**src/rtl/vsf_pkg.sv**
```systemverilog
package vsf_pkg;

    typedef enum logic [2:0] {
        CODING_16       = 3'd0,
        CODING_18_LOOSE = 3'd1,
        CODING_24       = 3'd2,
        CODING_STREAM   = 3'd3,
        CODING_18_TIGHT = 3'd4
    } coding_t;

    typedef enum logic [1:0] {
        SEG_UNARMED = 2'd0,
        SEG_WAIT    = 2'd1,
        SEG_LINE    = 2'd2,
        SEG_DRAIN   = 2'd3
    } seg_state_t;

    typedef enum logic [1:0] {
        STOP_IDLE       = 2'd0,
        STOP_WAIT_FRAME = 2'd1,
        STOP_SAFE       = 2'd2
    } stop_state_t;

    localparam int NUM_CTL = 3;

endpackage

```
**src/rtl/vsf_in_stage.sv**
```systemverilog
module vsf_in_stage #(
    parameter int PIX_W = 24
) (
    input  logic             clk,
    input  logic             rst_n,
    input  logic [2:0]       pol,
    input  logic [2:0]       raw_ctl,
    input  logic [PIX_W-1:0] raw_pix,
    input  logic             raw_wr,
    input  logic             raw_sd,
    input  logic             raw_cm,
    output logic             s_vs,
    output logic             s_hs,
    output logic             s_de,
    output logic [PIX_W-1:0] s_pix,
    output logic             s_wr,
    output logic             s_sd,
    output logic             s_cm,
    output logic             vs_rise
);
    import vsf_pkg::*;

    logic [NUM_CTL-1:0] norm;
    logic [NUM_CTL-1:0] ctl_q;
    logic               vs_prev;

    // one normaliser per control line; bit 0 frame sync, 1 line sync, 2 enable
    for (genvar g = 0; g < NUM_CTL; g++) begin : g_norm
        assign norm[g] = pol[g] ? raw_ctl[g] : ~raw_ctl[g];
    end

    always_ff @(posedge clk or negedge rst_n) begin
        if (!rst_n) begin
            ctl_q   <= '0;
            s_pix   <= '0;
            s_wr    <= 1'b0;
            s_sd    <= 1'b0;
            s_cm    <= 1'b0;
            vs_prev <= 1'b0;
        end else begin
            ctl_q   <= norm;
            s_pix   <= raw_pix;
            s_wr    <= raw_wr;
            s_sd    <= raw_sd;
            s_cm    <= raw_cm;
            vs_prev <= ctl_q[0];
        end
    end

    assign s_vs    = ctl_q[0];
    assign s_hs    = ctl_q[1];
    assign s_de    = ctl_q[2];
    assign vs_rise = ctl_q[0] & ~vs_prev;

endmodule

```
**src/rtl/vsf_size_rule.sv**
```systemverilog
module vsf_size_rule #(
    parameter int SIZE_W = 12
) (
    input  logic [2:0]        coding,
    input  logic [SIZE_W-1:0] line_px,
    input  logic [SIZE_W-1:0] pkt_px,
    output logic [SIZE_W-1:0] eff_line,
    output logic [SIZE_W-1:0] eff_pkt
);
    import vsf_pkg::*;

    localparam logic [SIZE_W-1:0] MASK_EVEN = ~(SIZE_W'(1));
    localparam logic [SIZE_W-1:0] MASK_QUAD = ~(SIZE_W'(3));

    always_comb begin
        eff_line = line_px;
        eff_pkt  = pkt_px;
        case (coding_t'(coding))
            CODING_STREAM: begin
                eff_pkt = pkt_px & MASK_EVEN;
            end
            CODING_18_TIGHT: begin
                eff_line = line_px & MASK_QUAD;
                eff_pkt  = pkt_px & MASK_QUAD;
            end
            default: begin
                eff_line = line_px;
                eff_pkt  = pkt_px;
            end
        endcase
    end

endmodule

```
**src/rtl/vsf_line_seg.sv**
```systemverilog
module vsf_line_seg #(
    parameter int PIX_W  = 24,
    parameter int SIZE_W = 12
) (
    input  logic              clk,
    input  logic              rst_n,
    input  logic              vs_rise,
    input  logic              s_vs,
    input  logic              s_hs,
    input  logic              s_de,
    input  logic [PIX_W-1:0]  s_pix,
    input  logic [SIZE_W-1:0] eff_line,
    input  logic [SIZE_W-1:0] eff_pkt,
    output logic              armed,
    output logic              out_vsync,
    output logic              out_hsync,
    output logic              out_valid,
    output logic [PIX_W-1:0]  out_pixel,
    output logic              out_pkt_start,
    output logic              out_pkt_end,
    output logic              out_line_end,
    output logic              err_short_line
);
    import vsf_pkg::*;

    localparam int CNT_W = SIZE_W + 1;

    seg_state_t        state, state_nx;
    logic [SIZE_W-1:0] line_cnt;
    logic [SIZE_W-1:0] pkt_cnt;
    logic              accept;
    logic              short_line;
    logic              last_px;
    logic              seg_full;
    logic              seg_end;
    logic              arm_now;

    always_comb begin
        accept     = 1'b0;
        short_line = 1'b0;
        unique case (state)
            SEG_WAIT:  accept = s_de && (eff_line != '0);
            SEG_LINE: begin
                accept     = s_de;
                short_line = !s_de;
            end
            default: accept = 1'b0;
        endcase
        last_px  = accept && (CNT_W'(line_cnt) + CNT_W'(1) == CNT_W'(eff_line));
        seg_full = (eff_pkt != '0) && (CNT_W'(pkt_cnt) + CNT_W'(1) == CNT_W'(eff_pkt));
        seg_end  = accept && (last_px || seg_full);
        arm_now  = (state != SEG_UNARMED) || vs_rise;
    end

    always_comb begin
        state_nx = state;
        unique case (state)
            SEG_UNARMED: if (vs_rise) state_nx = SEG_WAIT;               // arm
            SEG_WAIT: begin
                if (last_px)     state_nx = SEG_DRAIN;                   // line_done
                else if (accept) state_nx = SEG_LINE;                    // line_open
            end
            SEG_LINE: begin
                if (short_line)   state_nx = SEG_WAIT;                   // line_short
                else if (last_px) state_nx = SEG_DRAIN;                  // line_done
            end
            SEG_DRAIN: if (!s_de) state_nx = SEG_WAIT;                   // line_close
            default: state_nx = SEG_UNARMED;
        endcase
    end

    always_ff @(posedge clk or negedge rst_n) begin
        if (!rst_n) state <= SEG_UNARMED;
        else        state <= state_nx;
    end

    always_ff @(posedge clk or negedge rst_n) begin
        if (!rst_n) begin
            line_cnt       <= '0;
            pkt_cnt        <= '0;
            out_valid      <= 1'b0;
            out_pixel      <= '0;
            out_pkt_start  <= 1'b0;
            out_pkt_end    <= 1'b0;
            out_line_end   <= 1'b0;
            out_vsync      <= 1'b0;
            out_hsync      <= 1'b0;
            err_short_line <= 1'b0;
        end else begin
            out_valid     <= accept;
            out_pixel     <= accept ? s_pix : '0;
            out_pkt_start <= accept && (pkt_cnt == '0);
            out_pkt_end   <= seg_end;
            out_line_end  <= last_px;
            out_vsync     <= s_vs && arm_now;
            out_hsync     <= s_hs && arm_now;
            if (short_line) begin
                err_short_line <= 1'b1;
                line_cnt       <= '0;
                pkt_cnt        <= '0;
            end else if (accept) begin
                line_cnt <= last_px ? '0 : line_cnt + SIZE_W'(1);
                pkt_cnt  <= seg_end ? '0 : pkt_cnt + SIZE_W'(1);
            end
        end
    end

    assign armed = (state != SEG_UNARMED);

    AST_NO_PIXEL_UNARMED: assert property (@(posedge clk) disable iff (!rst_n)
        (state == SEG_UNARMED) |=> !out_valid);
    AST_START_HAS_VALID: assert property (@(posedge clk) disable iff (!rst_n)
        out_pkt_start |-> out_valid);
    AST_LINE_END_CLOSES_SEG: assert property (@(posedge clk) disable iff (!rst_n)
        out_line_end |-> out_pkt_end);
    AST_LINE_CNT_BOUND: assert property (@(posedge clk) disable iff (!rst_n)
        (eff_line != '0) |-> (line_cnt < eff_line));
    AST_PKT_CNT_BOUND: assert property (@(posedge clk) disable iff (!rst_n)
        (eff_pkt != '0) |-> (pkt_cnt < eff_pkt));
    AST_ERR_STICKY: assert property (@(posedge clk) disable iff (!rst_n)
        err_short_line |=> err_short_line);
    AST_ARM_STICKY: assert property (@(posedge clk) disable iff (!rst_n)
        armed |=> armed);

endmodule

```
**src/rtl/vsf_cmd_ctrl.sv**
```systemverilog
module vsf_cmd_ctrl (
    input  logic clk,
    input  logic rst_n,
    input  logic vs_rise,
    input  logic s_wr,
    input  logic s_sd,
    input  logic s_cm,
    output logic cmd_pending,
    output logic cmd_issue,
    output logic out_shutdown,
    output logic out_colmode,
    output logic safe_to_stop
);
    import vsf_pkg::*;

    stop_state_t stop_st, stop_nx;
    logic        lat_sd;
    logic        lat_cm;
    logic        fire;

    assign fire = vs_rise && cmd_pending;

    always_comb begin
        stop_nx = stop_st;
        if (fire) begin
            stop_nx = lat_sd ? STOP_WAIT_FRAME : STOP_IDLE;              // shut_issued / shut_cancel
        end else if (vs_rise) begin
            unique case (stop_st)
                STOP_WAIT_FRAME: stop_nx = STOP_SAFE;                    // frame_seen
                default:         stop_nx = stop_st;
            endcase
        end
    end

    always_ff @(posedge clk or negedge rst_n) begin
        if (!rst_n) stop_st <= STOP_IDLE;
        else        stop_st <= stop_nx;
    end

    always_ff @(posedge clk or negedge rst_n) begin
        if (!rst_n) begin
            lat_sd       <= 1'b0;
            lat_cm       <= 1'b0;
            cmd_pending  <= 1'b0;
            cmd_issue    <= 1'b0;
            out_shutdown <= 1'b0;
            out_colmode  <= 1'b0;
        end else begin
            cmd_issue <= fire;
            if (fire) begin
                out_shutdown <= lat_sd;
                out_colmode  <= lat_cm;
            end
            if (s_wr) begin
                lat_sd      <= s_sd;
                lat_cm      <= s_cm;
                cmd_pending <= 1'b1;
            end else if (fire) begin
                cmd_pending <= 1'b0;
            end
        end
    end

    assign safe_to_stop = (stop_st == STOP_SAFE);

    AST_ISSUE_ON_EDGE: assert property (@(posedge clk) disable iff (!rst_n)
        cmd_issue |-> $past(vs_rise));
    AST_PENDING_CLEARS: assert property (@(posedge clk) disable iff (!rst_n)
        (vs_rise && cmd_pending && !s_wr) |=> !cmd_pending);
    AST_WRITE_STAYS_PENDING: assert property (@(posedge clk) disable iff (!rst_n)
        s_wr |=> cmd_pending);
    AST_SAFE_NEEDS_SHUT: assert property (@(posedge clk) disable iff (!rst_n)
        safe_to_stop |-> out_shutdown);

endmodule

```
**src/rtl/vid_sample_frontend.sv**
```systemverilog
module vid_sample_frontend #(
    parameter int PIX_W  = 24,
    parameter int SIZE_W = 12
) (
    input  logic              clk,
    input  logic              rst_n,
    input  logic              cfg_vsync_pol,
    input  logic              cfg_hsync_pol,
    input  logic              cfg_de_pol,
    input  logic [2:0]        cfg_coding,
    input  logic [SIZE_W-1:0] cfg_line_px,
    input  logic [SIZE_W-1:0] cfg_pkt_px,
    input  logic              vid_vsync,
    input  logic              vid_hsync,
    input  logic              vid_de,
    input  logic [PIX_W-1:0]  vid_pixel,
    input  logic              cmd_wr,
    input  logic              cmd_shutdown,
    input  logic              cmd_colmode,
    output logic              armed,
    output logic              out_vsync,
    output logic              out_hsync,
    output logic              out_valid,
    output logic [PIX_W-1:0]  out_pixel,
    output logic              out_pkt_start,
    output logic              out_pkt_end,
    output logic              out_line_end,
    output logic              err_short_line,
    output logic              cmd_pending,
    output logic              cmd_issue,
    output logic              out_shutdown,
    output logic              out_colmode,
    output logic              safe_to_stop
);

    logic              s_vs, s_hs, s_de, s_wr, s_sd, s_cm, vs_rise;
    logic [PIX_W-1:0]  s_pix;
    logic [SIZE_W-1:0] eff_line, eff_pkt;

    vsf_in_stage #(.PIX_W(PIX_W)) in_stage_i (
        .clk     (clk),
        .rst_n   (rst_n),
        .pol     ({cfg_de_pol, cfg_hsync_pol, cfg_vsync_pol}),
        .raw_ctl ({vid_de, vid_hsync, vid_vsync}),
        .raw_pix (vid_pixel),
        .raw_wr  (cmd_wr),
        .raw_sd  (cmd_shutdown),
        .raw_cm  (cmd_colmode),
        .s_vs    (s_vs),
        .s_hs    (s_hs),
        .s_de    (s_de),
        .s_pix   (s_pix),
        .s_wr    (s_wr),
        .s_sd    (s_sd),
        .s_cm    (s_cm),
        .vs_rise (vs_rise)
    );

    vsf_size_rule #(.SIZE_W(SIZE_W)) size_rule_i (
        .coding   (cfg_coding),
        .line_px  (cfg_line_px),
        .pkt_px   (cfg_pkt_px),
        .eff_line (eff_line),
        .eff_pkt  (eff_pkt)
    );

    vsf_line_seg #(.PIX_W(PIX_W), .SIZE_W(SIZE_W)) line_seg_i (
        .clk            (clk),
        .rst_n          (rst_n),
        .vs_rise        (vs_rise),
        .s_vs           (s_vs),
        .s_hs           (s_hs),
        .s_de           (s_de),
        .s_pix          (s_pix),
        .eff_line       (eff_line),
        .eff_pkt        (eff_pkt),
        .armed          (armed),
        .out_vsync      (out_vsync),
        .out_hsync      (out_hsync),
        .out_valid      (out_valid),
        .out_pixel      (out_pixel),
        .out_pkt_start  (out_pkt_start),
        .out_pkt_end    (out_pkt_end),
        .out_line_end   (out_line_end),
        .err_short_line (err_short_line)
    );

    vsf_cmd_ctrl cmd_ctrl_i (
        .clk          (clk),
        .rst_n        (rst_n),
        .vs_rise      (vs_rise),
        .s_wr         (s_wr),
        .s_sd         (s_sd),
        .s_cm         (s_cm),
        .cmd_pending  (cmd_pending),
        .cmd_issue    (cmd_issue),
        .out_shutdown (out_shutdown),
        .out_colmode  (out_colmode),
        .safe_to_stop (safe_to_stop)
    );

endmodule

```
**config.mk**
```make
export PLATFORM = sky130hd
export DESIGN_NAME = vid_sample_frontend
export DESIGN_NICKNAME = d
export VERILOG_FILES = /design/src/rtl/vsf_pkg.sv /design/src/rtl/vsf_in_stage.sv /design/src/rtl/vsf_size_rule.sv /design/src/rtl/vsf_line_seg.sv /design/src/rtl/vsf_cmd_ctrl.sv /design/src/rtl/vid_sample_frontend.sv
export SDC_FILE = /design/constraint.sdc
export NUM_CORES = 1
export LEC_CHECK = 0
export ABC_CLOCK_PERIOD_IN_PS = 4310
export CAP_MARGIN = 20
export CORE_MARGIN = 2
export CORE_UTILIZATION = 56
export CTS_BUF_LIST = sky130_fd_sc_hd__clkbuf_8
export DETAILED_ROUTE_END_ITERATION = 8
export PLACE_DENSITY = 0.95
export SLEW_MARGIN = 20
export SYNTH_ARGS = -nofsm -noshare
export SYNTH_HDL_FRONTEND = slang
export SYNTH_SLANG_ARGS = --single-unit
```
**constraint.sdc**
```tcl
create_clock -name clk -period 4.31 [get_ports clk]
set_clock_uncertainty 0.1 [all_clocks]
set_input_delay 0.6465 -clock clk [delete_from_list [all_inputs] [get_ports clk]]
set_output_delay 0.6465 -clock clk [all_outputs]
set_load 0.05 [all_outputs]
```
Word-level counts from Yosys, hierarchy flattened --
Index checks and enable logic that the tools add are counted.
Storage, ports and cells: logic and storage cells 95, bits of input ports 62, bits in registers 96, output and inout bits 37
Cells by class: bitwise gates (word level) 5, reductions and logical operators 22, mux-type cells 27, equality and inequality tests 13, add/sub/neg operators 4
Operators by type and width (count):
- 12-bit 2-to-1 mux | 6
- 12-bit by 1-bit adder with 13-bit output (second input constant) | 2
- 13-bit by 12-bit == test with 1-bit output | 2
- 12-bit by 1-bit adder with 12-bit output (second input constant) | 2
- 24-bit 2-to-1 mux | 1
- 12-bit nonzero test | 2
- 2-bit 2-to-1 mux | 10
- 12-bit logical NOT | 1
- 2-bit nonzero test | 5
- 1-bit logical AND | 8
- 2-bit one-hot mux with 4 select lines | 1
- 1-bit 2-to-1 mux | 7
- 2-bit == test (second input constant) | 3
- 3-bit by 1-bit inequality test with 1-bit output (second input constant) | 2
- 2-bit by 1-bit == test with 1-bit output (second input constant) | 2
- 1-bit inverter | 4
- 2-bit one-hot mux with 2 select lines | 1
- 4-bit AND reduction | 1
- 3-bit by 2-bit == test with 1-bit output (second input constant) | 1
- 3-bit == test (second input constant) | 1
- 2-bit logical NOT | 1
- 1-bit logical OR | 2
- 2-bit by 1-bit inequality test with 1-bit output (second input constant) | 1
- 2-bit inequality test (second input constant) | 1
- 4 further kinds | 4

Logic depth before layout (Yosys ltp) --
word-level depth 11, gate-level depth with buffers 11, gate-level depth less buffers 9

By module --
From an unflattened synthesis, not the netlist that was laid out.
Unflattened totals: cell total of the unflattened synthesis 438, area, all modules 4663.2 µm²
By module, submodules not included:
- vsf_line_seg | times used 1, area each 3347.0 µm², cells each 355
- vsf_in_stage | times used 1, area each 808.3 µm², cells each 35
- vsf_cmd_ctrl | times used 1, area each 305.3 µm², cells each 22
- vsf_size_rule | times used 1, area each 202.7 µm², cells each 26

Worst setup path before layout --
OpenSTA, ideal clock, no wires.
path kind input -> register, start point input cfg_coding[1], end point register line_seg_i.pkt_cnt[3], setup time 0.118 ns, stages 10, slack 1.671 ns, buffers on the path 2, arrival time 2.421 ns, cell sequence or3b_1 -> clkbuf_1 -> a32oi_1 -> a21oi_1 -> nor4_1 -> nand4_1 -> o21bai_4 -> buf_6 -> nor3_1 -> a21o_1
On the way: longest elaborated chain between the ends 11, elaborated cells between the ends (all ways) 18, classes of those cells 4 x eq/ne; 6 x mux; 8 x reduce/logical
RTL lines:
- from (decl) | RTL line vid_sample_frontend.sv:10 | input logic [2:0] cfg_coding,
- 3-bit == test | RTL line vsf_size_rule.sv:18 | case (coding_t'(coding))
- 2-bit 2-to-1 mux | RTL line vsf_size_rule.sv:18
- 12-bit nonzero test | RTL line vsf_line_seg.sv:42 | SEG_WAIT: accept = s_de && (eff_line != '0);
- 1-bit logical AND | RTL line vsf_line_seg.sv:42
- 1-bit one-hot mux with 2 select lines | RTL line vsf_line_seg.sv:41 | unique case (state)
- 1-bit logical AND | RTL line vsf_line_seg.sv:49 | last_px = accept && (CNT_W'(line_cnt) + CNT_W'(1) == CNT_W'(eff_line));
- 1-bit logical OR | RTL line vsf_line_seg.sv:51 | seg_end = accept && (last_px || seg_full);
- 1-bit logical AND | RTL line vsf_line_seg.sv:51
- 12-bit 2-to-1 mux | RTL line vsf_line_seg.sv:103 | pkt_cnt <= seg_end ? '0 : pkt_cnt + SIZE_W'(1);
- 12-bit 2-to-1 mux | RTL line vsf_line_seg.sv:101 | end else if (accept) begin
- 12-bit 2-to-1 mux | RTL line vsf_line_seg.sv:97 | if (short_line) begin
- to (signal assigned) | RTL line vsf_line_seg.sv:103
- to (decl) | RTL line vsf_line_seg.sv:30 | logic [SIZE_W-1:0] pkt_cnt;
Parallel ways exist; a longest one is shown, timed or not. The select of a mux whose other input is x is not followed. A chain may end at the register's enable or synchronous reset.

Final worst setup path --
start point input cfg_line_px[2], end point register line_seg_i.pkt_cnt[11]
On the way: longest elaborated chain between the ends 9, elaborated cells between the ends (all ways) 11, classes of those cells 1 x eq/ne; 4 x mux; 6 x reduce/logical
RTL lines:
- from (decl) | RTL line vid_sample_frontend.sv:11 | input logic [SIZE_W-1:0] cfg_line_px,
- 12-bit nonzero test | RTL line vsf_line_seg.sv:42
- 1-bit logical AND | RTL line vsf_line_seg.sv:42
- 1-bit one-hot mux with 2 select lines | RTL line vsf_line_seg.sv:41
- 1-bit logical AND | RTL line vsf_line_seg.sv:49
- 1-bit logical OR | RTL line vsf_line_seg.sv:51
- 1-bit logical AND | RTL line vsf_line_seg.sv:51
- 12-bit 2-to-1 mux | RTL line vsf_line_seg.sv:103
- 12-bit 2-to-1 mux | RTL line vsf_line_seg.sv:101
- 12-bit 2-to-1 mux | RTL line vsf_line_seg.sv:97
Parallel ways exist; a longest one is shown, timed or not. The select of a mux whose other input is x is not followed.

==> flow_summary.toml <==
[status]
status = "finished clean"

[cells_and_area]
fin_area_sq_mm = 0.005719
n_antenna_cell = 0
area_growth_syn_to_layout_pct = 26.94
num-fill-cells = 512
stdcell_count = 606
nets = 568
drive_gt1_frac = 0.07143

[power_and_ir_drop]
peakVddDrop_v = 0.0003717
cellPowerDensity_mw_per_mm2 = 482.1
static-leakage-power_nw = 2.484

[logic_synthesis]
yosysTopAreaCell = "dfrtp_1"
synth_top_flop_cell = "dfrtp_1"
synthCells = 413
yosys_warnings = 0
ys_ff_latch = 96
yosysMostFrequentCell = "dfrtp_1"
synth_top_area_share = 0.5332
syn_area_sq_mm = 0.004506
synth.distinct_cells = 69
synth_nets = 482
synthArstFlopShare = 1.000
seq_area_frac_synth = 0.5332
synth_area_per_cell_sq_um = 10.91
synth.top_cells.by_area = "dfrtp_1 53%, and2_1 3.9%, o21ai_0 2.9%"
synth_edf_count = 0
synth_common_cells = "96 x dfrtp_1, 28 x and2_1, 26 x nand2_1, 26 x o21ai_0, 17 x clkbuf_1"

[route]
drt_wl_total_um = 9957
routed.top_layer = "met4"
drt_iter0_markers = 233
met3WireLength_um = 904
vias = 3571
wire_per_inst_um = 16.43
ant_nets = 0
drc = 0
m1WireLength_um = 4005
avgViaCountPerCell = 5.893
first_pass_iters = 6
wl_met2_um = 4887

[sta]
tns_ns = 0
fin_crit_sh = 0.7745
hold_viol_final = 0
maxSlewViolCount = 0
min_period_ns = 3.338
rsz0062_at_grt = "no"
fmax_mhz = 299.6
worst_slew_pin_slew_ns = 0.7181
setup_viol = 0
relSlewSlack = 0.5213

[clocking]
holdBufCountCts = 0
tritoncts = "built"
clkSinkCount = 96
htreeDepth = 3
postCtsSetupRepairBufs = 0
clock_path_buffers = 2
root_buffer = "clkbuf_8"
cts_made_buffers = 9
clk_pin_slew_worst_paths_ns = 0.10
clock_latency_ns = 0.36
cts-resized-gates = 0

[critical_path]
critPathTopFamily = "compound AO/OA/AOI/OAI gates"
cp_data_arrival_time_ns = 3.49
path_cells = "clkdlybuf4s50_1, nor4_1, o2111ai_1, a21oi_1, or2_2, inv_1, o21ai_2, o21bai_4, nor3_1, a211o_1"
critPathCaptureType = "flop"
crit_required_ns = 4.46
crit_fanout = 27
start_kind = "input pin"
cp_slowest_cell = "clkdlybuf4s50_1"
path_class = "in -> reg"
cp_num_buf_inv = 2
critical-path-max-stage-delay_ns = 0.46

[floorplan]
die-area_sq_mm = 0.008779
core_sq_mm = 0.007767
chipHeight_um = 93.70
ios = 99
num_rows = 32
dieWidth_um = 93.70
initial_core_util = 0.5801

[grt]
first_global_vias = 3494
grt_max_degree = 64
grt_pass1_wl_um = 16770
grt_antenna_before_repair = 0
overflow = 0
grtUsageTotal = 0.2465

[placed_design]
portBuffers = 98
dp_hpwl_um = 7232
gp_congestion = 0.9561
placed_area_sq_mm = 0.005514
dpl.cell_count = 590

[job]
cap_violations = 0

[hold_path]
hp-class = "in -> async"
routing by layer:
metal | up-vias | track usage
li1 | 1645 | -
met2 | 190 | 0.4077
met4 | 0 | 0.07729
met3 | 19 | 0.06742
met1 | 1717 | 0.3183
met5 | - | 0
cell families (layout without fill, tap and decap cells):
| logic type | after synthesis | in the layout | share of synthesized area |
|---|---|---|---|
| mux | 8 | 8 | 0.01916 |
| fa+ha+maj | 8 | 8 | 0.02166 |
| xor+xnor | 25 | 25 | 0.05471 |
| flops | 96 | 96 | 0.5332 |
| buf+inv | 35 | 126 | 0.03249 |
| compound gates | 87 | 87 | 0.1358 |
| simple gates | 154 | 154 | 0.2030 |
final cells by class:
class                   instances  area (sq um)  share of cell area
well taps                     102         127.6             0.02231
clock buffers                   9         123.9             0.02166
flip-flops and latches         96          2402              0.4200
multi-input cells             282          1957              0.3422
clock inverters                 7         81.33             0.01422
inverters                      11         41.29            0.007219
repair buffers                 99         985.9              0.1724
state kept, by name, indices dropped and copies added, names as in the netlist:
signal                     count
line_seg_i.line_cnt           12
cmd_ctrl_i.out_colmode         1
line_seg_i.out_line_end        1
cmd_ctrl_i.cmd_issue           1
line_seg_i.pkt_cnt            12
cmd_ctrl_i.out_shutdown        1
cmd_ctrl_i.lat_sd              1
in_stage_i.s_cm                1
in_stage_i.s_sd                1
cmd_ctrl_i.stop_st             2
line_seg_i.err_short_line      1
line_seg_i.out_valid           1
line_seg_i.out_pkt_start       1
in_stage_i.s_pix              24
line_seg_i.state               2
line_seg_i.out_hsync           1
cmd_ctrl_i.lat_cm              1
in_stage_i.s_wr                1
line_seg_i.out_pixel          24
line_seg_i.out_pkt_end         1
in_stage_i.ctl_q               3
in_stage_i.vs_prev             1
line_seg_i.out_vsync           1
cmd_ctrl_i.cmd_pending         1
worst register-to-register path: stages, from the launching register on:
cell and delay (ns):
dfrtp_1 0.45, ha_1 0.28, and2_1 0.24, o21a_1 0.22, o31ai_1 0.26, o2111ai_1 0.21, o21ai_2 0.58, o21bai_4 0.36
nor3_1 0.11, a211o_1 0.27
power by group:
| part | switching (W) | internal [W] |
|---|---|---|
| logic | 0.000665 | 0.000388 |
| clock network | 0.000350 | 0.000233 |
| registers | 0.0000889 | 0.00103 |
layout by cell type, fill, tap and decap left out, types with 3 or more instances in the layout:
cell,netlist,layout
o211ai_1,3,3
o31ai_1,3,3
mux2_2,5,5
and3_1,9,9
ha_1,7,7
nor2_1,15,15
nor2b_1,5,5
a21oi_1,8,8
nand2b_1,5,5
nand2_1,26,26
and2_1,28,28
o22ai_1,4,4
nor4b_1,3,3
clkdlybuf4s50_1,0,97
mux2i_1,3,3
nand4_1,3,3
clkbuf_8,0,9
nor3_1,10,10
o21a_1,4,4
xor2_1,11,11
nor3b_1,5,5
nand3_1,12,12
a21o_1,11,11
nor4_1,8,8
xnor2_1,12,12
o21ai_0,26,26
or2_2,4,4
and4_1,3,3
dfrtp_1,96,96
inv_1,11,11
o2111ai_1,3,3
worst paths after layout:
| check | start | cells after the start | to | slack (ns) |
|---|---|---|---|---|
| worst max-delay path | cfg_line_px[2] | 10 | line_seg_i.pkt_cnt[11]$_DFFE_PN0P_ | 0.97 |
| min in group clk | in_stage_i.ctl_q[0]$_DFF_PN0_ | 0 | in_stage_i.vs_prev$_DFF_PN0_ | 0.34 |
| worst min-delay path | rst_n | 1 | in_stage_i.s_pix[11]$_DFF_PN0_ | 0.23 |
| max in group asynchronous | rst_n | 2 | line_seg_i.pkt_cnt[1]$_DFFE_PN0P_ | 2.94 |
| worst max register to register | line_seg_i.line_cnt[0]$_DFFE_PN0P_ | 9 | line_seg_i.pkt_cnt[11]$_DFFE_PN0P_ | 1.11 |
| worst min register to register | in_stage_i.ctl_q[0]$_DFF_PN0_ | 0 | in_stage_i.vs_prev$_DFF_PN0_ | 0.34 |
metrics by stage:
step / setup slack, ns / hold WS, ns / utilization / power, W
global placement: 0.7454 / 0.2969 / 0.7099 / 0.002147
floorplan: 1.671 / 0.2509 / - / 0.001831
detailed placement: 0.6429 / 0.3008 / 0.7099 / 0.002185
global route: 0.7020 / 0.2981 / 0.7363 / 0.002911
CTS: 0.9953 / 0.2453 / 0.7363 / 0.002771
finish: 0.9717 / 0.2295 / 0.7363 / 0.002757
Power figures use the tool's default switching activity.
